## src/rtl/fpsb_pkg.sv

```systemverilog
package fpsb_pkg;
  localparam int CLS_W   = 3;
  localparam int NUM_CLS = 6;
  localparam int MAX_LAT = 112;
  localparam int CNT_W   = $clog2(MAX_LAT + 1);

  typedef enum logic [CLS_W-1:0] {
    CL_ADD  = 3'd0,
    CL_MUL  = 3'd1,
    CL_DIV  = 3'd2,
    CL_SQRT = 3'd3,
    CL_MOVE = 3'd4,
    CL_CMP  = 3'd5
  } fp_cls_e;

  // cycles until a dependent op may read the result
  function automatic logic [CNT_W-1:0] lat_of(input logic [CLS_W-1:0] c);
    case (c)
      CL_ADD:  lat_of = CNT_W'(4);
      CL_MUL:  lat_of = CNT_W'(8);
      CL_DIV:  lat_of = CNT_W'(36);
      CL_SQRT: lat_of = CNT_W'(112);
      CL_MOVE: lat_of = CNT_W'(2);
      CL_CMP:  lat_of = CNT_W'(3);
      default: lat_of = CNT_W'(1);
    endcase
  endfunction

  // cycles until another op of the same class may start
  function automatic logic [CNT_W-1:0] ii_of(input logic [CLS_W-1:0] c);
    case (c)
      CL_ADD:  ii_of = CNT_W'(3);
      CL_MUL:  ii_of = CNT_W'(4);
      CL_DIV:  ii_of = CNT_W'(35);
      CL_SQRT: ii_of = CNT_W'(111);
      CL_MOVE: ii_of = CNT_W'(1);
      CL_CMP:  ii_of = CNT_W'(2);
      default: ii_of = CNT_W'(1);
    endcase
  endfunction
endpackage

```

## src/rtl/fpsb_class_timer.sv

```systemverilog
module fpsb_class_timer
  import fpsb_pkg::*;
#(
  parameter int N_CLS = NUM_CLS,
  parameter int CW    = CNT_W
) (
  input  logic             clk,
  input  logic             rst,
  input  logic             fire,
  input  logic [CLS_W-1:0] fire_cls,
  output logic [N_CLS-1:0] busy
);
  logic [N_CLS-1:0][CW-1:0] cnt_q;

  always_ff @(posedge clk) begin
    if (rst) begin
      cnt_q <= '0;
    end else begin
      for (int c = 0; c < N_CLS; c++) begin
        if (fire && fire_cls == CLS_W'(c))
          cnt_q[c] <= CW'(ii_of(CLS_W'(c)) - 1'b1);
        else if (cnt_q[c] != '0)
          cnt_q[c] <= cnt_q[c] - 1'b1;
      end
    end
  end

  for (genvar g = 0; g < N_CLS; g++) begin : g_busy
    assign busy[g] = (cnt_q[g] != '0);

    // no start of a class while its repeat interval runs
    a_r3_hold_off: assert property (@(posedge clk) disable iff (rst)
      (cnt_q[g] != '0) |-> !(fire && fire_cls == CLS_W'(g)));
  end
endmodule

```

## src/rtl/fpsb_tag_timer.sv

```systemverilog
module fpsb_tag_timer
  import fpsb_pkg::*;
#(
  parameter int N_TAGS = 16,
  parameter int TW     = $clog2(N_TAGS),
  parameter int CW     = CNT_W
) (
  input  logic                      clk,
  input  logic                      rst,
  input  logic                      load,
  input  logic [TW-1:0]             load_tag,
  input  logic [CW-1:0]             load_val,
  output logic [N_TAGS-1:0][CW-1:0] remain,
  output logic [N_TAGS-1:0]         ready
);
  always_ff @(posedge clk) begin
    if (rst) begin
      remain <= '0;
    end else begin
      for (int t = 0; t < N_TAGS; t++) begin
        if (load && load_tag == TW'(t))
          remain[t] <= load_val;
        else if (remain[t] != '0)
          remain[t] <= remain[t] - 1'b1;
      end
    end
  end

  for (genvar g = 0; g < N_TAGS; g++) begin : g_rdy
    assign ready[g] = (remain[g] == '0);

    // an idle ready tag stays ready
    a_r9_floor: assert property (@(posedge clk) disable iff (rst)
      (remain[g] == '0 && !(load && load_tag == TW'(g))) |=> (remain[g] == '0));
  end
endmodule

```

## src/rtl/fpsb_issue.sv

```systemverilog
module fpsb_issue
  import fpsb_pkg::*;
#(
  parameter int N_CLS  = NUM_CLS,
  parameter int N_TAGS = 16,
  parameter int TW     = $clog2(N_TAGS),
  parameter int CW     = CNT_W
) (
  input  logic                      req_valid,
  input  logic [CLS_W-1:0]          req_class,
  input  logic [TW-1:0]             req_dst,
  input  logic [TW-1:0]             req_src_a,
  input  logic [TW-1:0]             req_src_b,
  input  logic [N_CLS-1:0]          class_busy,
  input  logic [N_TAGS-1:0][CW-1:0] remain,
  output logic                      grant,
  output logic [CW-1:0]             lat
);
  localparam int CODES = 2 ** CLS_W;

  logic [CODES-1:0] busy_pad;
  logic             legal, src_wait, waw_wait;

  always_comb begin
    busy_pad = CODES'(class_busy);
    legal    = (int'(req_class) < N_CLS);
    lat      = CW'(lat_of(req_class));
    src_wait = (remain[req_src_a] != '0) || (remain[req_src_b] != '0);
    waw_wait = (remain[req_dst] >= lat);
    grant    = req_valid && legal && !busy_pad[req_class] && !src_wait && !waw_wait;
  end
endmodule

```

## src/rtl/fpsb_scoreboard.sv

```systemverilog
module fpsb_scoreboard
  import fpsb_pkg::*;
#(
  parameter int NUM_TAGS = 16,
  parameter int TAG_W    = $clog2(NUM_TAGS)
) (
  input  logic                clk,
  input  logic                rst,
  input  logic                req_valid,
  input  logic [CLS_W-1:0]    req_class,
  input  logic [TAG_W-1:0]    req_dst,
  input  logic [TAG_W-1:0]    req_src_a,
  input  logic [TAG_W-1:0]    req_src_b,
  output logic                grant,
  output logic [NUM_TAGS-1:0] tag_ready
);
  logic [NUM_CLS-1:0]                class_busy;
  logic [NUM_TAGS-1:0][CNT_W-1:0]    remain;
  logic [CNT_W-1:0]                  lat;

  fpsb_class_timer #(.N_CLS(NUM_CLS), .CW(CNT_W)) u_cls (
    .clk(clk), .rst(rst), .fire(grant), .fire_cls(req_class), .busy(class_busy)
  );

  fpsb_tag_timer #(.N_TAGS(NUM_TAGS), .TW(TAG_W), .CW(CNT_W)) u_tag (
    .clk(clk), .rst(rst), .load(grant), .load_tag(req_dst),
    .load_val(CNT_W'(lat - 1'b1)), .remain(remain), .ready(tag_ready)
  );

  fpsb_issue #(.N_CLS(NUM_CLS), .N_TAGS(NUM_TAGS), .TW(TAG_W), .CW(CNT_W)) u_iss (
    .req_valid(req_valid), .req_class(req_class), .req_dst(req_dst),
    .req_src_a(req_src_a), .req_src_b(req_src_b), .class_busy(class_busy),
    .remain(remain), .grant(grant), .lat(lat)
  );

  // sources must be readable at issue
  a_r5_src_ready: assert property (@(posedge clk) disable iff (rst)
    grant |-> (tag_ready[req_src_a] && tag_ready[req_src_b]));

  // illegal class codes never issue
  a_r2_class_range: assert property (@(posedge clk) disable iff (rst)
    grant |-> (int'(req_class) < NUM_CLS));

  // destination reads busy the cycle after issue
  a_r4_dst_busy: assert property (@(posedge clk) disable iff (rst)
    grant |=> !tag_ready[$past(req_dst)]);

  // no issue without a request
  a_r8_need_valid: assert property (@(posedge clk) disable iff (rst)
    !req_valid |-> !grant);
endmodule

```

## config.mk

```make
export PLATFORM = sky130hd
export DESIGN_NAME = fpsb_scoreboard
export DESIGN_NICKNAME = d
export VERILOG_FILES = /design/src/rtl/fpsb_pkg.sv /design/src/rtl/fpsb_class_timer.sv /design/src/rtl/fpsb_tag_timer.sv /design/src/rtl/fpsb_issue.sv /design/src/rtl/fpsb_scoreboard.sv
export SDC_FILE = /design/constraint.sdc
export NUM_CORES = 1
export LEC_CHECK = 0
export ABC_AREA = 1
export BUFFER_PORTS_ARGS = -buffer_cell sky130_fd_sc_hd__buf_2
export CAP_MARGIN = 40
export CORE_MARGIN = 4
export CORE_UTILIZATION = 25
export CTS_BUF_LIST = sky130_fd_sc_hd__clkbuf_8
export DETAILED_ROUTE_END_ITERATION = 10
export PLACE_DENSITY = 0.43
export SYNTH_ARGS = -nofsm -noshare
export SYNTH_HDL_FRONTEND = slang
export SYNTH_SLANG_ARGS = --single-unit
```

## constraint.sdc

```tcl
create_clock -name clk -period 6.7 [get_ports clk]
set_input_delay 1.34 -clock clk [delete_from_list [all_inputs] [get_ports clk]]
set_output_delay 1.34 -clock clk [all_outputs]
set_load 0.02 [all_outputs]
```

## After elaboration in Yosys (flattened, before gate mapping)

Index checks and enable logic that the tools add are counted.

| storage, ports and cells | value |
|---|---|
| flip-flop bits (word level) | 154 |
| bits in latches | 0 |
| memory bits (writable) | 0 |
| bits in read-only memories | 0 |
| input port bits | 18 |
| output and inout bits | 17 |
| word-level logic and storage cells | 236 |
| memories kept | 0 |

| cells by class | value |
|---|---|
| add/sub/neg operators | 29 |
| multiply operators | 0 |
| divide/modulo/power cells | 0 |
| order comparisons | 6 |
| eq/ne operators | 20 |
| shift-type cells | 0 |
| multiplexer cells | 65 |
| bitwise gates (word level) | 0 |
| reduce and logical (&&, ||, !) cells | 94 |

Operator list:

| operator | number |
|---|---|
| 7-bit 2-to-1 mux | 59 |
| 7-bit by 1-bit subtractor with 7-bit output, second input constant | 29 |
| 7-bit nonzero test | 24 |
| 7-bit logical NOT | 16 |
| 7-bit binary-select mux with 4-bit select | 3 |
| 2-bit nonzero test | 22 |
| 7-bit case mux with 6 select lines | 1 |
| 4-bit == test, second input constant | 8 |
| 1-bit logical AND | 26 |
| 4-bit by 3-bit == test with 1-bit output, second input constant | 4 |
| 4-bit by 5-bit < comparator with 1-bit output, second input constant | 3 |
| 4-bit by 2-bit == test with 1-bit output, second input constant | 2 |
| 7-bit >= comparator | 1 |
| 3-bit by 2-bit == test with 1-bit output, second input constant | 2 |
| 3-bit == test, second input constant | 2 |
| 4-bit by 1-bit == test with 1-bit output, second input constant | 1 |
| 4-bit logical NOT | 1 |
| 3-bit by 4-bit < comparator with 1-bit output, second input constant | 1 |
| 1-bit binary-select mux with 3-bit select | 1 |
| 3-bit by 1-bit == test with 1-bit output, second input constant | 1 |
| 1-bit logical NOT | 3 |
| 3-bit logical NOT | 1 |
| 3-bit < comparator, second input constant | 1 |
| 1-bit logical OR | 1 |
| 1-bit 2-to-1 mux | 1 |

## Longest topological paths before layout

Gate-level depths: netlist of run 1.

| depth | value |
|---|---|
| depth in word-level cells | 12 |
| mapped depth | 28 |
| mapped depth without buffers | 25 |

## By module

A second synthesis of run 1 with hierarchy kept.

| unflattened totals | value |
|---|---|
| cells, all modules | 1924 |
| area total of the unflattened synthesis | 11700.0 sq um |

By module, submodules not included:

| module | times used | cells each | area each (sq um) | sequential area each (sq um) |
|---|---|---|---|---|
| fpsb_tag_timer | 1 | 1067 | 6814.0 | 2242.2 |
| fpsb_issue | 1 | 511 | 2570.0 | 0.0 |
| fpsb_class_timer | 1 | 321 | 2183.3 | 840.8 |
| fpsb_scoreboard | 1 | 25 | 132.6 | 0.0 |

## Worst setup path before layout of run 1

No wires, ideal clock.

| timing | value |
|---|---|
| path kind | input to output |
| start | in req_dst[0] |
| end | out grant |
| data arrival time | 3.863 ns |
| required time | 5.360 ns |
| path slack | 1.497 ns |
| stages | 15 |
| buffers on the path | 3 |
| cells stage by stage | or2_2 -> clkbuf_1 -> clkbuf_1 -> clkbuf_1 -> o221ai_1 -> a221oi_1 -> ha_1 -> a21oi_1 -> nand2_1 -> o21bai_1 -> nor2_1 -> nand2_1 -> a21oi_1 -> nand2_1 -> nor2_2 |

| on the way | value |
|---|---|
| longest elaborated chain between the ends | 5 |

RTL lines:

| what | line | source |
|---|---|---|
| start: declaration | fpsb_scoreboard.sv:11 | `input logic [TAG_W-1:0] req_dst,` |
| 7-bit binary-select mux with 4-bit select | fpsb_issue.sv:29 | `waw_wait = (remain[req_dst] >= lat);` |
| 7-bit 2-to-1 mux (implied by the code) | fpsb_issue.sv:29 |  |
| 7-bit >= comparator | fpsb_issue.sv:29 |  |
| 1-bit logical NOT | fpsb_issue.sv:30 | `grant = req_valid && legal && !busy_pad[req_class] && !src_wait && !waw_wait;` |
| 1-bit logical AND | fpsb_issue.sv:30 |  |
| end: declaration | fpsb_scoreboard.sv:14 | `output logic grant,` |

No other way between the ends. The select of a mux whose other input is x is not followed.

## Worst setup path in the final report of run 1

| timing | value |
|---|---|
| start | in req_dst[1] |
| end | out grant |

The elaborated chain is that of the path after synthesis.

==> results.cfg, run 1 <==
[clock_network]
hold_buffers = 0
cts_max_level = 4
post_cts_buffers = 0
root_buffer = clkbuf_8
cts_sinks = 154
cts_buffer_depth = 2
clk_pin_slew_ns = 0.09
clk_latency_ns = 0.53
cts.repair.resized = 0
cts_made_buffers = 17
tritoncts = built

[placement]
dpl.hpwl_um = 30100
gp_congestion = 0.869
numPortBuffers = 34

[yosys]
synth_compound_area_share_pct = 16.1
seq_area_frac_synth_pct = 28.3
ys.flop_type = dfxtp_1
synthAdderAreaFrac_pct = 5.51
async_flop_share_pct = 0
syn_area_per_cell_um2 = 6.32
synthSimpleGateAreaFrac_pct = 34.2
syn-num-nets = 1793
syn_area_um2 = 10900
muxShareOfSynthArea_pct = 0
ys_types = 42
synth_top_family_by_area = simple AND/OR/NAND/NOR gates
synth_edf_count = 0
ys_ff_latch = 154
synth_warnings = 0
synth-xor-area-share_pct = 6.10
syn_inst = 1727

[timing]
slew_headroom_pct = 50.7
setup_tns_ns = 0
clock-skew-final_ns = 0.0210
rsz0062_at_grt = no
period_needed_ns = 5.97
tightest_slew_ns = 0.740
hold_viol = 0
fmax_mhz = 167
finalSetupViolCount = 0
report.final.slew_viol_count = 0
timing.final.crit_share_pct = 89.1

[power]
max-vdd-ir-drop_v = 0.000133
power_density_nw_per_um2 = 491
p_leak_nw = 5.48
power.total_mw = 5.96

[global_route]
grt_max_degree = 66
grt_overflow = 0
antenna_found_initial = 1
grt_pass1_wl_um = 63500
grt_use_total_pct = 17.3
first_global_vias = 10600

[layout]
areaGrowthSynthToFinish_pct = 11.4
layout-drive-gt1-share_pct = 6.83
nets = 1798
final_common_cell = nand2_1
layout_common_cells = nand2_1, nor2_1, nand3_1

[detailed_routing]
drt_iter0_drc = 1064
ant_nets = 0
via_count = 11300
routedWlPerCell_um = 17.6
routed_via_density = 4.85
drc = 0
wl_um = 40900
drtPass1Iterations = 6

[worst_setup_path]
rr_worst_depth = 18
slowest_stage = nor2_2
cpLargestDelayFamily = buffers and inverters
cp_num_buf_inv = 6
reg2reg_slack_ns = 2.84
worstSetupStartpoint = req_dst[1]
cp_slowest_stage_delay_ns = 0.46
r2r-end = u_tag.remain[90]
worstPathArrival_ns = 4.63
cp-endpoint = grant
crit_path_frequent_cell = nand2_1
crit_cells = 23
path_cells = buf_2, inv_1, nor2_1, buf_4, inv_1, buf_4, o22ai_1, o21ai_0, nand2_1, a221oi_1, ha_1, o21ai_0, nand2_1, nand2_1, nand2_1, nand2_1, nand2_1, nand2_1, nand2_1, nand2_1, nand2_1, nor2_2, buf_2
cp-start-kind = input port
end_kind = output pin
r2r-start = u_tag.remain[104]
path_class = in -> out
crit_fanout = 14
worstPathRequired_ns = 5.36

[floorplan]
die_w_um = 217
initial_core_util_pct = 25.3
io_pins = 35
fp-row-count = 76
die_h_um = 217
die_area_um2 = 47000
coreArea_um2 = 43100

[job]
max-cap-violations = 0

[outcome]
status = finished, final reports clean

[min_path]
hold_path_depth = 2
hp-class = reg -> reg
-- worst min path at each step --
stage                      endpoint            start  slack (ns)
global placement     u_cls.cnt_q[6]   u_cls.cnt_q[6]        0.44
detailed placement  u_cls.cnt_q[20]  u_cls.cnt_q[20]        0.45
CTS                 u_cls.cnt_q[20]  u_cls.cnt_q[20]        0.46
finish               u_cls.cnt_q[6]   u_cls.cnt_q[6]        0.46
floorplan           u_cls.cnt_q[20]  u_cls.cnt_q[20]        0.43
global route        u_cls.cnt_q[20]  u_cls.cnt_q[20]        0.47
-- routing by layer --
metal	up-vias	routed length, um	global-route usage, %
met3	54	2330	3.36
met5	-	0	0
met1	5228	19400	24.0
met2	302	18100	27.0
met4	0	1030	5.98
li1	5705	-	-
-- cells by family after synthesis --
kind of cell               count (synthesis)
buffers and inverters                    261
AOI/OAI and AO/OA                        306
and+or+nand+nor                          882
DFF                                      154
adders and majority gates                 48
xor gates and xnor gates                  76
-- synth_stat cells (2+ instances only) --
cell	number	area, um2
o221ai_1	10	87.6
a221oi_1	5	43.8
o21ai_1	17	85.1
nand2_1	359	1350
o22ai_1	36	225
a22oi_1	7	52.6
buf_2	9	45.0
ha_1	48	601
nor4_1	5	31.3
a21oi_1	105	526
inv_1	188	706
nand3b_1	3	22.5
a311oi_1	4	35.0
nand4_1	11	68.8
buf_6	6	67.6
dfxtp_1	154	3080
nor2_2	4	25.0
a31oi_1	8	50.1
nor2_1	248	931
o21ai_0	84	420
a41oi_1	2	17.5
o211ai_1	12	90.1
nor3_1	13	65.1
a211oi_1	10	75.1
or2_2	10	62.6
buf_4	10	75.1
nand2_2	12	75.1
clkbuf_1	41	154
nand3_1	214	1070
xor2_1	58	508
inv_2	6	22.5
xnor2_1	18	158
-- registers in the layout, summed over array words and instances (netlist names) --
signal        count
u_tag.remain    112
u_cls.cnt_q      42
-- cell type report --
type                       instances  area [um2]
inverter                         194         728
clock inverter                    12         129
clock buffer                      18         248
multi-input combinational       1312        6770
fill                            4828       30900
timing repair buffer              53         460
antenna                            1        2.50
tap                              585         732
sequential                       154        3080
-- report_power, final --
group | total [mW] | leakage [nW] | switching, mW | internal (mW)
Clock | 0.734 | 0.192 | 0.400 | 0.334
Combinational | 3.55 | 4.02 | 2.18 | 1.37
Sequential | 1.68 | 1.28 | 0.393 | 1.28
-- worst reg2reg max path, delay by kind of cell (launching register included) --
family                   cells  cell delay [ns]
AND/OR/NAND/NOR              8             1.17
adder cells (fa/ha/maj)      1             0.31
AO/OA/AOI/OAI                7             1.38
buffers and inverters        2             0.46
flip-flops                   1             0.47
-- metrics by stage --
stage          worst slack [ns]  util [%]  hold WS (ns)  std cells  cell area (um2)
2_1_floorplan              1.50         -         0.433       1727            10900
3_3_place_gp              0.854      26.9         0.440       2291            11600
3_5_place_dp              0.752      27.3         0.445       2298            11800
4_1_cts                   0.743      28.2         0.461       2328            12200
5_1_grt                   0.448      28.2         0.472       2329            12200
6_report                  0.728      28.2         0.459       2329            12200
Note: power is estimated with default switching activity, not from simulation.
==> run 2, diff against run 1 <==
==> constraint.sdc (replaced) <==
create_clock -name clk -period 7.6 [get_ports clk]
set_input_delay 1.52 -clock clk [delete_from_list [all_inputs] [get_ports clk]]
set_output_delay 1.52 -clock clk [all_outputs]
set_load 0.02 [all_outputs]
==> results.cfg, run 2 (synthesized netlist as in run 1, its figures left out) <==
[power]
p_leak_nw = 5.47
power_density_nw_per_um2 = 435
p_int_mw = 2.61
p_seq_share_pct = 28.0
power.total_mw = 5.28
max-vdd-ir-drop_v = 0.000134
switchingPower_mw = 2.67
power_frac_comb_pct = 59.4
switching_share_pct = 50.6
clkPwrFrac_pct = 12.6

[timing]
report.final.slew_viol_count = 0
tightest_slew_ns = 0.743
rsz0062_at_grt = no
setup_tns_ns = 0
hold_viol = 0
fmax_mhz = 155
period_needed_ns = 6.44
timing.final.crit_share_pct = 84.7
clock-skew-final_ns = 0.0175
slew_headroom_pct = 50.4
finalSetupViolCount = 0

[clock_network]
cts_sinks = 154
clk_latency_ns = 0.53
cts.repair.resized = 0
tritoncts = built
cts_buffer_depth = 2
hold_buffers = 0
cts_max_level = 4
cts_made_buffers = 17
clk_pin_slew_ns = 0.10
post_cts_buffers = 0
root_buffer = clkbuf_8

[worst_setup_path]
cp-start-kind = input port
crit_fanout = 13
worstPathRequired_ns = 6.08
end_kind = output pin
path_class = in -> out
worstPathArrival_ns = 4.92
reg2reg_slack_ns = 3.69

[floorplan]
io_pins = 35
die_h_um = 217
die_w_um = 217
fp-row-count = 76
initial_core_util_pct = 25.3
die_area_um2 = 47000
coreArea_um2 = 43100

[placement]
gp_congestion = 0.887
numPortBuffers = 34
dpl.hpwl_um = 29800

[layout]
final_common_cell = nand2_1
layout-drive-gt1-share_pct = 6.83
layout_common_cells = nand2_1, nor2_1, nand3_1
largest_register_ff_count = 112
largestRegisters = u_tag.remain (112), u_cls.cnt_q (42)
regMostFlops = u_tag.remain
fillers = 4895
diodes = 0
nets = 1795
areaGrowthSynthToFinish_pct = 11.3

[min_path]
hp-class = reg -> reg

[outcome]
status = finished, final reports clean

[global_route]
grt_use_total_pct = 17.2
grt_pass1_wl_um = 63000
antenna_found_initial = 0
first_global_vias = 10600
grt_overflow = 0
grt_max_degree = 66

[detailed_routing]
drtPass1Iterations = 5
wl_um = 41000
routed_via_density = 4.95
drt_iter0_drc = 978
drc = 0
via_count = 11500
ant_nets = 0
routedWlPerCell_um = 17.6

[job]
max-cap-violations = 0
## run 2: cell types whose count changed in the layout (fill, tap and decap cells not counted), sizes merged
cell,before,now
bufinv,2,1
inv,195,202
clkinv,7,4
clkbuf,18,17
buf,53,50
diode,1,0
## run 2: final timing paths
kind,startpoint,end,depth (start not counted)
hold / removal,u_cls.cnt_q[6],u_cls.cnt_q[6],2
setup / recovery,req_dst[1],grant,20
setup reg to reg,u_tag.remain[104],u_tag.remain[104],18
hold reg to reg,u_cls.cnt_q[6],u_cls.cnt_q[6],2
## run 2: area by class of cell
cell class / count / area [um2] / area share, %
clock buffer: 17 / 234 / 1.93
timing repair buffer: 50 / 433 / 3.57
clock inverter: 15 / 156 / 1.29
sequential: 154 / 3080 / 25.4
tap: 585 / 732 / 6.03
multi-input combinational: 1312 / 6770 / 55.8
inverter: 194 / 728 / 6.00
## run 2: critical path, stage by stage
cell	delay, ns
buf_2	0.13
inv_1	0.07
nor2_1	0.05
buf_4	0.17
inv_1	0.31
buf_4	0.27
o22ai_1	0.08
o21ai_0	0.18
nand2_1	0.11
a221oi_1	0.28
ha_1	0.31
a21oi_1	0.16
nand2_1	0.06
o21bai_1	0.15
nor2_1	0.09
nand2_1	0.05
a21oi_1	0.17
nand2_1	0.09
nor2_2	0.41
buf_2	0.26
## run 2: power groups by stage
stage	Sequential [mW]	Clock (mW)	Combinational, mW
floorplan	1.36	0	2.46
global placement	1.50	0	3.09
detailed placement	1.48	0	3.13
CTS	1.47	0.698	3.15
global route	1.51	0.723	3.62
finish	1.48	0.668	3.14
## run 2: per-layer routing
layer | track usage [%] | wire length (um) | part of all wire (%)
met3 | 3.27 | 2320 | 5.6
met5 | 0 | 0 | 0
met2 | 26.9 | 18300 | 44
met4 | 6.42 | 1170 | 2.9
met1 | 23.5 | 19300 | 47
## run 2: through the flow
stage / cells / hold WS (ns) / area [um2] / utilization, % / setup WS [ns]
final: 2327 / 0.456 / 12100 / 28.2 / 1.16
after global routing: 2327 / 0.488 / 12100 / 28.2 / 0.862
after CTS: 2327 / 0.461 / 12100 / 28.2 / 1.11
after detailed placement: 2295 / 0.444 / 11700 / 27.3 / 1.12
after global placement: 2288 / 0.440 / 11600 / 26.9 / 1.26
after floorplan: 1727 / 0.433 / 10900 / - / 2.04
==> run 3, diff against run 2 <==
--- a/config.mk
+++ b/config.mk
@@ -5,7 +5,7 @@
 export SDC_FILE = /design/constraint.sdc
 export NUM_CORES = 1
 export LEC_CHECK = 0
-export ABC_AREA = 1
+export ABC_AREA = 0
 export BUFFER_PORTS_ARGS = -buffer_cell sky130_fd_sc_hd__buf_2
 export CAP_MARGIN = 40
 export CORE_MARGIN = 4
==> constraint.sdc (replaced) <==
create_clock -name clk -period 6.4 [get_ports clk]
set_input_delay 1.28 -clock clk [delete_from_list [all_inputs] [get_ports clk]]
set_output_delay 1.28 -clock clk [all_outputs]
set_load 0.02 [all_outputs]
==> results.cfg, run 3 <==
[outcome]
status = finished, final reports clean

[worst_setup_path]
worstPathRequired_ns = 5.12
r2r-start = u_tag.remain[91]
worstSetupStartpoint = req_dst[0]
path_cells = buf_2, mux4_2, mux4_2, inv_1, ha_1, nand2b_1, a211oi_1, o31ai_1, nand3_1, and4_1, o211ai_4, inv_1, buf_2
cp_slowest_stage_delay_ns = 0.62
cp-start-kind = input port
rr_worst_depth = 12
end_kind = output pin
path_class = in -> out
worstPathArrival_ns = 4.53
slowest_stage = buf_2
crit_fanout = 28

[global_route]
grt_overflow = 0
antenna_found_initial = 2
grt_max_degree = 44
first_global_vias = 8518
grt_use_total_pct = 14.8
grt_pass1_wl_um = 53000

[yosys]
syn_area_um2 = 10600
syn_inst = 1184
synth.top_cell.area_share_pct = 29.0
ys_types = 72
synth_warnings = 0
synth_commonest_cells = dfxtp_1, nand2_1, nor2_1
yosysMostFrequentCell = dfxtp_1
ys_ff_latch = 154
synthTopCellsByArea = dfxtp_1, mux2i_1, mux4_2
syn-num-nets = 1250
syn_area_per_cell_um2 = 8.98
synth_area_leader_cell = dfxtp_1
async_flop_share_pct = 0
ys.flop_type = dfxtp_1
synth_edf_count = 0
seq_area_frac_synth_pct = 29.0

[min_path]
hp-class = reg -> reg
hold_start = u_cls.cnt_q[20]
hold_path_depth = 1

[timing]
hold_viol = 0
slew_headroom_pct = 45.2
setup_ws_ns = 0.594
tightest_slew_ns = 0.822
whs_ns = 0.457
clock-skew-final_ns = 0.0222
period_needed_ns = 5.81
setup_tns_ns = 0
report.final.slew_viol_count = 0
fmax_mhz = 172
finalSetupViolCount = 0
rsz0062_at_grt = no
timing.final.crit_share_pct = 90.7

[layout]
largest_register_ff_count = 112
largestRegisters = u_tag.remain (112), u_cls.cnt_q (42)
nets = 1254
layout_common_cells = dfxtp_1, nand2_1, nor2_1
areaGrowthSynthToFinish_pct = 10.1
final_common_cell = dfxtp_1
layout-drive-gt1-share_pct = 14.8
regMostFlops = u_tag.remain

[placement]
dpl.hpwl_um = 25000
gp_congestion = 0.874
pre_cts_ws_ns = 0.553
numPortBuffers = 34

[power]
power.total_mw = 6.14
power_density_nw_per_um2 = 525
max-vdd-ir-drop_v = 0.000193
p_leak_nw = 5.11

[clock_network]
clk_pin_slew_ns = 0.08
cts_buffer_depth = 2
clk_latency_ns = 0.52
post_cts_buffers = 0
root_buffer = clkbuf_8
cts_max_level = 4
cts.repair.resized = 0
hold_buffers = 0
cts_sinks = 154
tritoncts = built
cts_made_buffers = 17

[detailed_routing]
wl_um = 33900
ant_nets = 0
drt_iter0_drc = 704
routed_via_density = 5.04
routedWlPerCell_um = 19.5
drc = 0
drtPass1Iterations = 7
via_count = 8769

[job]
max-cap-violations = 0

[floorplan]
io_pins = 35
die_w_um = 214
die_area_um2 = 45900
die_h_um = 214
initial_core_util_pct = 25.3
fp-row-count = 75
coreArea_um2 = 41900
-- run 3: through the flow --
stage | instances | utilization (%) | cell area, um2
finish | 1741 | 27.9 | 11700
global route | 1740 | 27.9 | 11700
CTS | 1740 | 27.9 | 11700
detailed placement | 1708 | 26.9 | 11300
global placement | 1703 | 26.7 | 11200
floorplan | 1184 | - | 10600
-- run 3: report_power, final --
group          switching, mW  total [mW]  internal [mW]
registers              0.585        1.95           1.36
logic                   1.81        3.36           1.55
clock network          0.427       0.836          0.409
-- run 3: logic make-up (layout without fill, tap and decap cells) --
logic type                 Yosys count  after routing  share of synthesized area (%)
buffers and inverters              121            138                           5.44
AOI/OAI and AO/OA                  133            133                           10.6
xor gates and xnor gates           104            104                           8.57
other                                0              1                              0
muxes                              157            157                           20.2
adders and majority gates           48             48                           5.65
DFF                                154            154                           29.0
and+or+nand+nor                    467            467                           20.5
-- run 3: final cells by class --
class	count	area, um2
Multi-Input combinational cell	909	6970
Clock buffer	19	262
Timing Repair Buffer	49	329
Antenna cell	1	2.50
Sequential cell	154	3080
Tap cell	539	674
Fill cell	4506	30200
Inverter	57	214
Clock inverter	13	166
-- run 3: worst max-delay path, delay by kind of cell --
| family | cells | cell delay, ns |
|---|---|---|
| adders and majority gates | 1 | 0.21 |
| and+or+nand+nor | 3 | 0.49 |
| AOI/OAI and AO/OA | 3 | 0.50 |
| muxes | 2 | 1.08 |
| buffers and inverters | 4 | 0.94 |
-- run 3: final timing paths --
path                                         end  slack (ns)
worst max register to register  u_tag.remain[99]        2.53
worst min-delay path             u_cls.cnt_q[20]        0.46
worst max-delay path                       grant        0.59
worst min register to register   u_cls.cnt_q[20]        0.46
-- run 3: layer usage --
metal  track usage, %  part of all wire, %  wire, um
met4             4.65                  2.1       718
met3             2.71                  5.0      1690
met5                0                0.062        21
met2             23.1                   45     15400
met1             20.8                   48     16100
